[src/rtl/pcstk_pkg.sv]
package pcstk_pkg;
  localparam int REG_W = 6;

  // Data-unit codes 0..15 are all usable; in each address-generator bank
  // (16, 32, 48) only the lower eight codes are usable.
  function automatic logic reg_code_ok(input logic [REG_W-1:0] code);
    return (code[5:4] == 2'b00) || !code[3];
  endfunction
endpackage

[src/rtl/pcstk_rstsync.sv]
module pcstk_rstsync (
  input  logic clk,
  input  logic rst_n,
  output logic rst_sync_n
);
  logic [1:0] sync_q;

  always_ff @(posedge clk or negedge rst_n) begin
    if (!rst_n) sync_q <= 2'b00;
    else        sync_q <= {sync_q[0], 1'b1};
  end

  assign rst_sync_n = sync_q[1];
endmodule

[src/rtl/pcstk_ctrl.sv]
module pcstk_ctrl
  import pcstk_pkg::*;
#(
  parameter int DEPTH = 16,
  localparam int CW = $clog2(DEPTH + 1),
  localparam int IW = (DEPTH > 1) ? $clog2(DEPTH) : 1
) (
  input  logic             clk,
  input  logic             rst_n,
  input  logic             call_push,
  input  logic             ret_pop,
  input  logic             rti_pop,
  input  logic             mv_read,
  input  logic             mv_write,
  input  logic [REG_W-1:0] mv_reg,
  output logic             wr_en,
  output logic [IW-1:0]    wr_idx,
  output logic             rd_cap,
  output logic [IW-1:0]    rd_idx,
  output logic [IW-1:0]    top_idx,
  output logic             top_vld,
  output logic [CW-1:0]    cnt,
  output logic             pend,
  output logic             ovf_err,
  output logic             unf_err,
  output logic             reg_err,
  output logic             rti_hazard
);
  localparam logic [CW-1:0] FULL_CNT = CW'(DEPTH);

  logic [CW-1:0] cnt_q, cnt_d;
  logic          pend_q, pend_d;
  logic          ovf_q, ovf_d, unf_q, unf_d, rerr_q, rerr_d, haz_q, haz_d;
  logic          legal, rd_ok, wr_ok;

  always_comb begin
    logic [CW-1:0] c1, c2;
    legal  = reg_code_ok(mv_reg);
    rd_ok  = mv_read && legal;
    wr_ok  = mv_write && legal;
    unf_d  = 1'b0;
    ovf_d  = 1'b0;
    rerr_d = (mv_read || mv_write) && !legal;
    haz_d  = rti_pop && pend_q;
    pend_d = 1'b0;
    wr_en  = 1'b0;
    rd_cap = 1'b0;
    // delayed removal goes first
    c1 = cnt_q;
    if (pend_q) begin
      if (cnt_q == '0) unf_d = 1'b1;
      else             c1 = cnt_q - 1'b1;
    end
    // then the command of this cycle
    c2 = c1;
    if (ret_pop || rti_pop) begin
      if (c1 == '0) unf_d = 1'b1;
      else          c2 = c1 - 1'b1;
    end
    rd_idx = IW'(c2 - 1'b1);
    if (rd_ok) begin
      if (c2 == '0) unf_d = 1'b1;
      else begin
        rd_cap = 1'b1;
        pend_d = 1'b1;
      end
    end
    wr_idx = IW'(c2);
    cnt_d  = c2;
    if (call_push || wr_ok) begin
      if (c2 == FULL_CNT) ovf_d = 1'b1;
      else begin
        wr_en = 1'b1;
        cnt_d = c2 + 1'b1;
      end
    end
  end

  always_ff @(posedge clk or negedge rst_n) begin
    if (!rst_n) begin
      cnt_q  <= '0;
      pend_q <= 1'b0;
      ovf_q  <= 1'b0;
      unf_q  <= 1'b0;
      rerr_q <= 1'b0;
      haz_q  <= 1'b0;
    end else begin
      cnt_q  <= cnt_d;
      pend_q <= pend_d;
      ovf_q  <= ovf_d;
      unf_q  <= unf_d;
      rerr_q <= rerr_d;
      haz_q  <= haz_d;
    end
  end

  assign top_idx    = IW'(cnt_q - 1'b1);
  assign top_vld    = (cnt_q != '0);
  assign cnt        = cnt_q;
  assign pend       = pend_q;
  assign ovf_err    = ovf_q;
  assign unf_err    = unf_q;
  assign reg_err    = rerr_q;
  assign rti_hazard = haz_q;
endmodule

[src/rtl/pcstk_store.sv]
module pcstk_store #(
  parameter int DEPTH = 16,
  parameter int AW    = 14,
  localparam int IW = (DEPTH > 1) ? $clog2(DEPTH) : 1
) (
  input  logic          clk,
  input  logic          rst_n,
  input  logic          wr_en,
  input  logic [IW-1:0] wr_idx,
  input  logic [AW-1:0] wr_data,
  input  logic          rd_cap,
  input  logic [IW-1:0] rd_idx,
  input  logic [IW-1:0] top_idx,
  input  logic          top_vld,
  output logic [AW-1:0] top_addr,
  output logic [AW-1:0] rd_data
);
  logic [AW-1:0] ent [DEPTH];
  logic [AW-1:0] rd_q, rd_d;

  for (genvar g = 0; g < DEPTH; g++) begin : g_ent
    logic sel;
    assign sel = wr_en && (wr_idx == IW'(g));
    always_ff @(posedge clk) begin
      if (sel) ent[g] <= wr_data;
    end
  end

  always_comb rd_d = rd_cap ? ent[rd_idx] : rd_q;

  always_ff @(posedge clk or negedge rst_n) begin
    if (!rst_n) rd_q <= '0;
    else        rd_q <= rd_d;
  end

  assign top_addr = top_vld ? ent[top_idx] : '0;
  assign rd_data  = rd_q;
endmodule

[src/rtl/pcstk_top.sv]
module pcstk_top
  import pcstk_pkg::*;
#(
  parameter int DEPTH = 16,
  parameter int AW    = 14,
  localparam int CW = $clog2(DEPTH + 1),
  localparam int IW = (DEPTH > 1) ? $clog2(DEPTH) : 1
) (
  input  logic             clk,
  input  logic             rst_n,
  input  logic             call_push,
  input  logic [AW-1:0]    call_addr,
  input  logic             ret_pop,
  input  logic             rti_pop,
  input  logic             mv_read,
  input  logic             mv_write,
  input  logic [REG_W-1:0] mv_reg,
  input  logic [AW-1:0]    mv_wdata,
  output logic [AW-1:0]    top_addr,
  output logic [AW-1:0]    mv_rdata,
  output logic             stk_empty,
  output logic             stk_full,
  output logic             ovf_err,
  output logic             unf_err,
  output logic             reg_err,
  output logic             rti_hazard
);
  logic          rst_sync_n;
  logic          wr_en, rd_cap, top_vld, pend_w;
  logic [IW-1:0] wr_idx, rd_idx, top_idx;
  logic [CW-1:0] cnt_w;
  logic [AW-1:0] wr_data;

  pcstk_rstsync u_rst (
    .clk(clk), .rst_n(rst_n), .rst_sync_n(rst_sync_n)
  );

  pcstk_ctrl #(.DEPTH(DEPTH)) u_ctrl (
    .clk(clk), .rst_n(rst_sync_n),
    .call_push(call_push), .ret_pop(ret_pop), .rti_pop(rti_pop),
    .mv_read(mv_read), .mv_write(mv_write), .mv_reg(mv_reg),
    .wr_en(wr_en), .wr_idx(wr_idx), .rd_cap(rd_cap), .rd_idx(rd_idx),
    .top_idx(top_idx), .top_vld(top_vld), .cnt(cnt_w), .pend(pend_w),
    .ovf_err(ovf_err), .unf_err(unf_err), .reg_err(reg_err),
    .rti_hazard(rti_hazard)
  );

  assign wr_data = call_push ? call_addr : mv_wdata;

  pcstk_store #(.DEPTH(DEPTH), .AW(AW)) u_store (
    .clk(clk), .rst_n(rst_sync_n),
    .wr_en(wr_en), .wr_idx(wr_idx), .wr_data(wr_data),
    .rd_cap(rd_cap), .rd_idx(rd_idx),
    .top_idx(top_idx), .top_vld(top_vld),
    .top_addr(top_addr), .rd_data(mv_rdata)
  );

  assign stk_empty = (cnt_w == '0);
  assign stk_full  = (cnt_w == CW'(DEPTH));
endmodule

[config.mk]
export PLATFORM = sky130hd
export DESIGN_NAME = pcstk_top
export DESIGN_NICKNAME = d
export VERILOG_FILES = /design/src/rtl/pcstk_pkg.sv /design/src/rtl/pcstk_rstsync.sv /design/src/rtl/pcstk_ctrl.sv /design/src/rtl/pcstk_store.sv /design/src/rtl/pcstk_top.sv
export SDC_FILE = /design/constraint.sdc
export NUM_CORES = 1
export LEC_CHECK = 0
export BUFFER_PORTS_ARGS = -buffer_cell sky130_fd_sc_hd__buf_4
export CORE_ASPECT_RATIO = 2
export CORE_MARGIN = 3
export CORE_UTILIZATION = 61
export DETAILED_ROUTE_END_ITERATION = 16
export PLACE_DENSITY = 0.84
export SYNTH_ARGS = -nofsm -noshare
export SYNTH_HDL_FRONTEND = slang
export SYNTH_SLANG_ARGS = --single-unit
[constraint.sdc]
create_clock -name clk -period 4.8 [get_ports clk]
set_input_delay 0.48 -clock clk [delete_from_list [all_inputs] [get_ports clk]]
set_output_delay 0.48 -clock clk [all_outputs]
set_load 0.02 [all_outputs]
Word-level counts from Yosys, hierarchy flattened
Memories as Yosys holds them, arrays and structs flattened. A register that Yosys moved wholly into a read port is not among the register bits.
Cells that the tools add are included.
{ "word_totals": {"memories": 1, "wordCells": 174, "register_bits": 12, "mem_bits_rw": 224} }
{ "mem_list": {"columns": ["memory", "words", "word_bits", "read_ports", "rd_clocked_by_memory_dff", "wr", "line_no", "source"], "rows": [
  ["u_store.ent", 16, 14, 2, 1, 1, "pcstk_store.sv:18", "logic [AW-1:0] ent [DEPTH];"]
]} }
{ "classes": {"n_mux": 97, "n_reduce_logical": 48, "n_addsub": 4, "eq_ne": 17} }
{ "op_table": {"columns": ["operator", "count"], "rows": [
  ["$mux 14", 17],
  ["$reduce_or 14->1", 15],
  ["$mux 4", 15],
  ["$mux 1", 59],
  ["$eq 4x4->1 const B", 8],
  ["$mux 5", 6],
  ["$logic_and 1x1->1", 20],
  ["$eq 4x3->1 const B", 4],
  ["$logic_not 5->1", 3],
  ["$eq 5x5->1 const B", 2],
  ["$sub 5x1->5 const B", 2],
  ["$eq 4x2->1 const B", 2],
  ["$add 5x1->5 const B", 1],
  ["$reduce_bool 5->1", 1],
  ["$eq 4x1->1 const B", 1],
  ["$logic_not 4->1", 1],
  ["$logic_or 1x1->1", 4],
  ["$sub 4x1->4 const B", 1],
  ["$logic_not 1->1", 3],
  ["$logic_not 2->1", 1]
]} }

Depth between registers and ports, before layout
Gate-level depths: netlist of the first run.
{ "depth": {"word_depth": 28, "depth_mapped": 25} }

Modules after synthesis
From an unflattened synthesis of the first run, not the netlist that was laid out.
{ "unflattened": {"cells_unflattened": 726, "area_unflattened_um2": 12259.3} }
{ "modules_own_cells": {"columns": ["mod", "area_per_inst_um2", "instances", "seq_area_each_um2", "cells_per_inst"], "rows": [
  ["pcstk_store", 11050.6, 1, 7076.8, 594],
  ["pcstk_ctrl", 967.2, 1, 250.2, 110],
  ["pcstk_top", 187.7, 1, 0.0, 19],
  ["pcstk_rstsync", 53.8, 1, 50.0, 3]
]} }

Least setup slack after synthesis of the first run
Ideal clock, no wire load.
{ "synth_path": {"kind": "register -> register", "startpoint": "register u_ctrl.cnt_q[0] (netlist: u_ctrl.cnt[0])", "endpoint": "register u_store.rd_q[3] (netlist: u_store.rd_data[3]), read port of u_store.ent", "setup_time_ns": 0.132, "required_time_ns": 4.668, "setup_slack_ns": -0.921, "path_stages_with_launch": 24, "n_path_buf": 7, "arrival_ns": 5.589, "path_cell_list": "dfrtp_1 > buf_2 > buf_1 > buf_1 > inv_1 > ha_1 > or4b_1 > buf_4 > and2_4 > mux2_2 > ha_1 > o2111ai_1 > o31ai_2 > xnor2_1 > inv_2 > buf_2 > clkbuf_1 > ha_1 > nor3_1 > mux2i_1 > clkbuf_1 > mux4_2 > a22oi_1 > o211ai_2"} }
{ "synth_between": {"elab_chain_cells": 9} }
{ "synth_lines": {"columns": ["element", "line_no", "source"], "rows": [
  ["start: declaration", "pcstk_ctrl.sv:31", "logic [CW-1:0] cnt_q, cnt_d;"],
  ["start signal: assignment", "pcstk_ctrl.sv:88", "cnt_q <= cnt_d;"],
  ["$sub 5x1->5 or $logic_not 5->1 (tied branches)", "pcstk_ctrl.sv:52, pcstk_ctrl.sv:51", null],
  ["$mux 5", "pcstk_ctrl.sv:51", "if (cnt_q == '0) unf_d = 1'b1;"],
  ["$mux 5 (*)", "pcstk_ctrl.sv:50", "if (pend_q) begin"],
  ["$sub 5x1->5 or $logic_not 5->1 (tied branches)", "pcstk_ctrl.sv:58, pcstk_ctrl.sv:57", null],
  ["$mux 5", "pcstk_ctrl.sv:57", "if (c1 == '0) unf_d = 1'b1;"],
  ["$mux 5 (*)", "pcstk_ctrl.sv:56", "if (ret_pop || rti_pop) begin"],
  ["parallel branches: the longest is 3 deep, another holds $sub 4x1->4", null, null],
  ["end: declaration", "pcstk_store.sv:19", "logic [AW-1:0] rd_q, rd_d;"]
]} }
Mark *: on every way between the ends.

Worst setup path in the final report of the first run
{ "layout_path": {"startpoint": "register u_ctrl.cnt_q[0] (netlist: u_ctrl.cnt[0])", "endpoint": "register u_store.rd_q[7] (netlist: u_store.rd_data[7]), read port of u_store.ent"} }
Same word-level chain as after synthesis.

==> impl_metrics.yaml, run 1 <==
run_status:
  outcome: "finished clean"
floorplanning:
  io_pins: 75
  fp.dieH_um: 206
  rows: 72
  dieWidth_um: 106
  initial_core_util: 0.627
  floorplan.core_area_um2: 19500
  floorplan.die_area_um2: 21800
yosys:
  syn_avg_cell_area_um2: 14.3
  async_reset_ff_frac: 0.104
  synth_top_cell_area_share: 0.551
  area_leader_netlist: "sky130_fd_sc_hd__edfxtp_1"
  synth_seq_area_share: 0.605
  synth-seq-cells: 250
  synth_enable_flop_cells: 224
  synthTopCellsByArea: "sky130_fd_sc_hd__edfxtp_1, sky130_fd_sc_hd__mux4_2, sky130_fd_sc_hd__dfrtp_1"
  netlist_instances: 852
  synth_area_um2: 12200
  synth.yosys.warnings: 0
  top_count_cell_post_synth: "sky130_fd_sc_hd__edfxtp_1"
  mappedNetlistNets: 897
  synth_common_cells: "sky130_fd_sc_hd__edfxtp_1, sky130_fd_sc_hd__a21oi_1, sky130_fd_sc_hd__nand2_1"
  post_synth_num_cell_types: 61
  postSynth.topFlopCell: "sky130_fd_sc_hd__edfxtp_1"
setup_path:
  crit_type: "flop to flop"
  cp.buffers_inverters: 3
  cp_top_family: "compound AO/OA/AOI/OAI gates"
  path_cells: "inv_2 -> ha_4 -> or4b_1 -> and2_4 -> xnor2_2 -> ha_4 -> o2111ai_4 -> o31ai_4 -> xnor2_2 -> inv_2 -> ha_2 -> a211oi_2 -> mux2_4 -> buf_12 -> a21oi_1 -> a221oi_1 -> a21oi_1 -> o211ai_2"
  critical-path-slowest-cell: "sky130_fd_sc_hd__or4b_1"
  critPathMaxStageDelay_ns: 0.50
  setup.worst_path.end_class: "flop"
  worstSetupPathDepth: 18
  critical_path_peak_fanout: 27
  cp.arrival_ns: 5.10
  critical_path.startpoint_type: "flop"
  reg2reg_depth: 18
  required_ns: 5.24
timing:
  finalMaxSlewViolations: 0
  setup_slack_of_the_critical_path_after_layout_ns: 0.145
  layout_worst_path_cycle_share: 0.970
  fin_tns_setup_ns: 0
  grt_setup_unrepaired: "false"
  layout_min_cycle_time_ns: 4.66
  fmax_mhz: 215
  timing.max_slew.rel_slack: 0.295
  skew_ns: 0.0194
  setup_violations: 0
  timing_worst_slew_pin_value_ns: 1.06
  hold_violations: 0
clock_tree:
  tritoncts: "yes"
  cts-root-to-sink-buffers: 3
  path_clk_slew_ns: 0.07
  cts_sinks: 250
  cts_buffers: 22
  cts-resized-gates: 0
  cts_htree_levels: 1
  clk_latency_ns: 0.52
  post-cts-setup-buffers: 0
  root_buffer: "sky130_fd_sc_hd__clkbuf_16"
global_route:
  overflow: 0
  global_route.usage.total: 0.320
  largest_net_degree_at_the_start_of_global_routing: 58
  antenna_found_initial: 0
  global_route_wire_length_before_repair_um: 51600
  grt_pass1_vias: 9002
placed_design:
  buffer_ports.inserted: 71
  gp_congestion: 0.946
  detailedPlacementHpwl_um: 20900
  dpl_worst_slack_ns: 0.211
  total_placed_instance_area_um2: 13400
route:
  routed_via_density: 7.25
  route.detailed.wl_per_inst_um: 28.7
  wirelength_um: 34600
  drc: 0
  ant_nets: 0
  detail_route.first_pass.iterations: 6
  drtIter0Drc: 1190
  vias: 8758
final_layout:
  fin_area_um2: 14100
  flow.area_growth_from_synthesis_pct: 15.3
  share_of_layout_cells_above_drive_strength_1: 0.298
  postLayoutCoreUtil: 0.723
  ant_diodes: 0
  design.final.nets: 978
min_path:
  hold_path.class: "input pin to flop"
  min_delay_path_depth: 3
run:
  max-cap-violations: 0
final cells by class:
type,count,area (um2)
clock inverters,14,114
flip-flops and latches,250,7380
multi-input cells,528,4620
inverters,9,38.8
well taps,259,324
fillers,1252,5390
clock buffers,26,587
repair buffers,122,1010
path summary, 6_finish.rpt:
check / start / end / slack (ns)
hold / removal: mv_read / u_ctrl.reg_err$_DFF_PN0_ / 0.22
setup reg to reg: u_ctrl.cnt[0]$_DFF_PN0_ / u_store.rd_data[7]$_DFFE_PN0P_ / 0.14
setup / recovery: u_ctrl.cnt[0]$_DFF_PN0_ / u_store.rd_data[7]$_DFFE_PN0P_ / 0.14
max in group asynchronous: u_rst.sync_q[1]$_DFF_PN0_ / u_ctrl.cnt[0]$_DFF_PN0_ / 4.14
min in group asynchronous: u_rst.sync_q[1]$_DFF_PN0_ / u_store.rd_data[7]$_DFFE_PN0P_ / 0.29
hold reg to reg: u_rst.sync_q[1]$_DFF_PN0_ / u_store.rd_data[7]$_DFFE_PN0P_ / 0.29
sequential cells by signal, indices dropped and copies added, names as in the netlist:
register and cells:
u_store.ent 224, u_store.rd_data 14, u_ctrl.cnt 5, u_rst.sync_q 2, u_ctrl.ovf_err 1, u_ctrl.pend 1, u_ctrl.reg_err 1, u_ctrl.rti_hazard 1
u_ctrl.unf_err 1
kinds of logic (layout without fill, tap and decap cells):
family / after synthesis / after routing / share of synthesized area
flip-flops: 250 / 250 / 0.605
XOR/XNOR: 6 / 6 / 0.00492
AND/OR/NAND/NOR: 180 / 180 / 0.0670
AO/OA/AOI/OAI: 232 / 232 / 0.131
other: 1 / 1 / 0.000307
adder cells (fa/ha/maj): 4 / 4 / 0.00410
multiplexers: 105 / 105 / 0.161
buffers and inverters: 74 / 171 / 0.0270
layer usage:
metal	vias to the layer above	GRT usage	part of all wire
li1	3560	-	-
met1	4339	0.371	0.31
met2	679	0.559	0.52
met3	180	0.0438	0.10
met4	0	0.201	0.073
met5	-	0	0
stage by stage:
step | hold slack (ns) | instances
2_1_floorplan | 0.184 | 852
3_3_place_gp | 0.262 | 1167
3_5_place_dp | 0.267 | 1167
4_1_cts | 0.210 | 1208
5_1_grt | 0.224 | 1208
6_report | 0.219 | 1208
tightest hold or removal path, stage by stage:
cell                     delay, ns
sky130_fd_sc_hd__buf_4        0.09
sky130_fd_sc_hd__nor2_1       0.03
sky130_fd_sc_hd__nor2_1       0.07
cells in the final DEF, fill, tap and decap left out, types with 5 or more instances in the layout:
cell type                   netlist  final
sky130_fd_sc_hd__nor2b_1         16     16
sky130_fd_sc_hd__a21oi_1        103    103
sky130_fd_sc_hd__mux4_2          70     70
sky130_fd_sc_hd__clkinv_2         0      5
sky130_fd_sc_hd__o21ai_0          7      7
sky130_fd_sc_hd__buf_4            3    114
sky130_fd_sc_hd__buf_12           0      7
sky130_fd_sc_hd__inv_1            6      5
sky130_fd_sc_hd__clkbuf_16        0     23
sky130_fd_sc_hd__nor3_1           6      5
sky130_fd_sc_hd__nor2_1          33     31
sky130_fd_sc_hd__dfrtp_1         26     25
sky130_fd_sc_hd__edfxtp_1       224    224
sky130_fd_sc_hd__a221o_1         14     14
sky130_fd_sc_hd__a211oi_1        30     29
sky130_fd_sc_hd__mux2i_1         17     16
sky130_fd_sc_hd__a22oi_1         28     27
sky130_fd_sc_hd__a221oi_1        15     15
sky130_fd_sc_hd__nand2_1         99     99
sky130_fd_sc_hd__mux2_2          16     15
sky130_fd_sc_hd__o211ai_2        10     10
sky130_fd_sc_hd__o211ai_1         6      6
repair_timing:
action / CTS / global route
endpoints found under the hold margin: 2 / 0
hold buffers: 1 / 0
setup endpoints to repair: 0 / 2
Power of run 1 is not shown: default switching activity piles up to over one toggle a cycle in this logic, so the estimate is an artifact.
==> run 2: changes to the inputs <==
Settings changed: CORE_UTILIZATION 61 to 63, CTS_BUF_LIST set to sky130_fd_sc_hd__clkbuf_2, PLACE_DENSITY 0.84 to 0.86.
==> run 2 against run 1 <==
Net effect:
- maximum frequency is 0.26% higher
- sequential share of layout area increased by 0.62 points
- global-route usage down 0.24 points
- core utilization grew 1.2 points
- first-iteration DRC count increased by 16%
- register-to-register slack about the same
- via count increased by 0.77%
- count of clock-buffer cells in the layout rose by 44
- setup slack improved by 0.012 ns
==> impl_metrics.yaml, run 2 (synthesis results as in run 1) <==
run_status:
  outcome: "finished clean"
global_route:
  overflow: 0
  grt_pass1_vias: 9118
  antenna_found_initial: 1
  global_route_wire_length_before_repair_um: 50300
  largest_net_degree_at_the_start_of_global_routing: 64
  global_route.usage.total: 0.318
timing:
  timing_worst_slew_pin_value_ns: 0.945
  timing.hold.ws_ns: 0.0692
  fin_tns_setup_ns: 0
  fmax_mhz: 215
  setup_violations: 0
  skew_ns: 0.0761
  timing.max_slew.rel_slack: 0.368
  layout_min_cycle_time_ns: 4.64
  setup_slack_of_the_critical_path_after_layout_ns: 0.156
  finalMaxSlewViolations: 0
  layout_worst_path_cycle_share: 0.967
  hold_violations: 0
final_layout:
  seqCellArea_um2: 7380
  multiInputGateArea_um2: 4660
  layout.cells.most_common: "sky130_fd_sc_hd__edfxtp_1"
  share_of_layout_cells_above_drive_strength_1: 0.329
  flow.area_growth_from_synthesis_pct: 14.0
  fin_cells: 1263
  registers.top_by_ff_count: "u_store.ent"
  layout.cells.most_common_list: "sky130_fd_sc_hd__edfxtp_1, sky130_fd_sc_hd__buf_4, sky130_fd_sc_hd__a21oi_1, sky130_fd_sc_hd__nand2_1"
  fillers: 1159
  largest_reg_flops: 224
  design.final.nets: 1012
setup_path:
  crit_type: "flop to flop"
  worstSetupPathDepth: 18
  required_ns: 5.56
  critical_path_peak_fanout: 22
  cp.arrival_ns: 5.40
  cp.buffers_inverters: 3
  critPathMaxStageDelay_ns: 0.49
  critical-path-slowest-cell: "sky130_fd_sc_hd__or4b_1"
  reg2reg_depth: 18
  setup.worst_path.end_class: "flop"
  cp_top_family: "compound AO/OA/AOI/OAI gates"
  critical_path.startpoint_type: "flop"
  path_cells: "inv_1 -> ha_4 -> or4b_1 -> and2_4 -> mux2_2 -> ha_4 -> o2111ai_4 -> o31ai_4 -> buf_6 -> mux2i_2 -> ha_2 -> a211oi_4 -> mux2_4 -> buf_12 -> a21oi_1 -> a221oi_1 -> a21oi_1 -> o211ai_2"
clock_tree:
  cts_sinks: 250
  root_buffer: "sky130_fd_sc_hd__clkbuf_2"
  cts_buffers: 49
  cts_htree_levels: 2
  cts-root-to-sink-buffers: 3
  path_clk_slew_ns: 0.14
  clk_latency_ns: 0.83
  tritoncts: "yes"
route:
  drc: 0
  route.detailed.wl_per_inst_um: 27.1
  drtIter0Drc: 1382
  ant_nets: 0
  routed_via_density: 6.99
  detail_route.first_pass.iterations: 6
  wirelength_um: 34300
  vias: 8825
floorplanning:
  initial_core_util: 0.645
  rows: 71
  floorplan.die_area_um2: 21200
  io_pins: 75
  dieWidth_um: 104
  floorplan.core_area_um2: 18900
  fp.dieH_um: 203
placed_design:
  buffer_ports.inserted: 71
  detailedPlacementHpwl_um: 20200
  gp_congestion: 0.961
  placed_cells: 1159
  dpl_worst_slack_ns: 0.0919
run:
  max-cap-violations: 0
min_path:
  hold_path.class: "input pin to flop"
  min_delay_path_depth: 4
[run 2: worst paths after layout]
check | from | endpoint | slack (ns)
max | u_ctrl.cnt[1]$_DFF_PN0_ | u_store.rd_data[12]$_DFFE_PN0P_ | 0.16
min in group asynchronous | u_rst.sync_q[1]$_DFF_PN0_ | u_store.rd_data[4]$_DFFE_PN0P_ | 0.22
max reg2reg | u_ctrl.cnt[1]$_DFF_PN0_ | u_store.rd_data[12]$_DFFE_PN0P_ | 0.16
min reg2reg | u_rst.sync_q[1]$_DFF_PN0_ | u_store.rd_data[4]$_DFFE_PN0P_ | 0.22
min | mv_write | u_ctrl.cnt[1]$_DFF_PN0_ | 0.07
max in group asynchronous | rst_n | u_rst.sync_q[0]$_DFF_PN0_ | 4.10
[run 2: worst reg2reg max path, stage by stage, from the launching register on]
cell	delay, ns
sky130_fd_sc_hd__dfrtp_1	0.43
sky130_fd_sc_hd__inv_1	0.14
sky130_fd_sc_hd__ha_4	0.18
sky130_fd_sc_hd__or4b_1	0.50
sky130_fd_sc_hd__and2_4	0.23
sky130_fd_sc_hd__mux2_2	0.28
sky130_fd_sc_hd__ha_4	0.17
sky130_fd_sc_hd__o2111ai_4	0.14
sky130_fd_sc_hd__o31ai_4	0.31
sky130_fd_sc_hd__buf_6	0.20
sky130_fd_sc_hd__mux2i_2	0.09
sky130_fd_sc_hd__ha_2	0.24
sky130_fd_sc_hd__a211oi_4	0.27
sky130_fd_sc_hd__mux2_4	0.34
sky130_fd_sc_hd__buf_12	0.20
sky130_fd_sc_hd__a21oi_1	0.09
sky130_fd_sc_hd__a221oi_1	0.45
sky130_fd_sc_hd__a21oi_1	0.13
sky130_fd_sc_hd__o211ai_2	0.17
[run 2: final cells by class]
class                      instances  area share
inverter                           9     0.00279
clock inverter                    21     0.00621
sequential                       250       0.531
tap                              255      0.0230
clock buffer                      70      0.0252
timing repair buffer             128      0.0766
antenna                            1    0.000180
multi-input combinational        529       0.335
[run 2: stage by stage]
step / util / cell area, um2
after floorplan: - / 12400
after global placement: 0.703 / 13300
after detailed placement: 0.703 / 13300
after CTS: 0.729 / 13800
after global routing: 0.735 / 13900
final: 0.735 / 13900
[run 2: what timing repair did]
action                     in CTS  in global routing
hold buffers                    5                  0
setup buffers                   2                  3
gates cloned                    0                  2
setup endpoints to repair       1                 14
resized for setup               0                  7
pin swaps                       0                  3
hold endpoints to repair        5                  0
[run 2: routing by layer]
layer	vias up	GRT usage	part of all wire
met3	175	0.0550	0.11
met5	-	0	0
met4	0	0.221	0.070
li1	3670	-	-
met2	712	0.548	0.52
met1	4268	0.356	0.30
Power of run 2 is left out for the same reason.
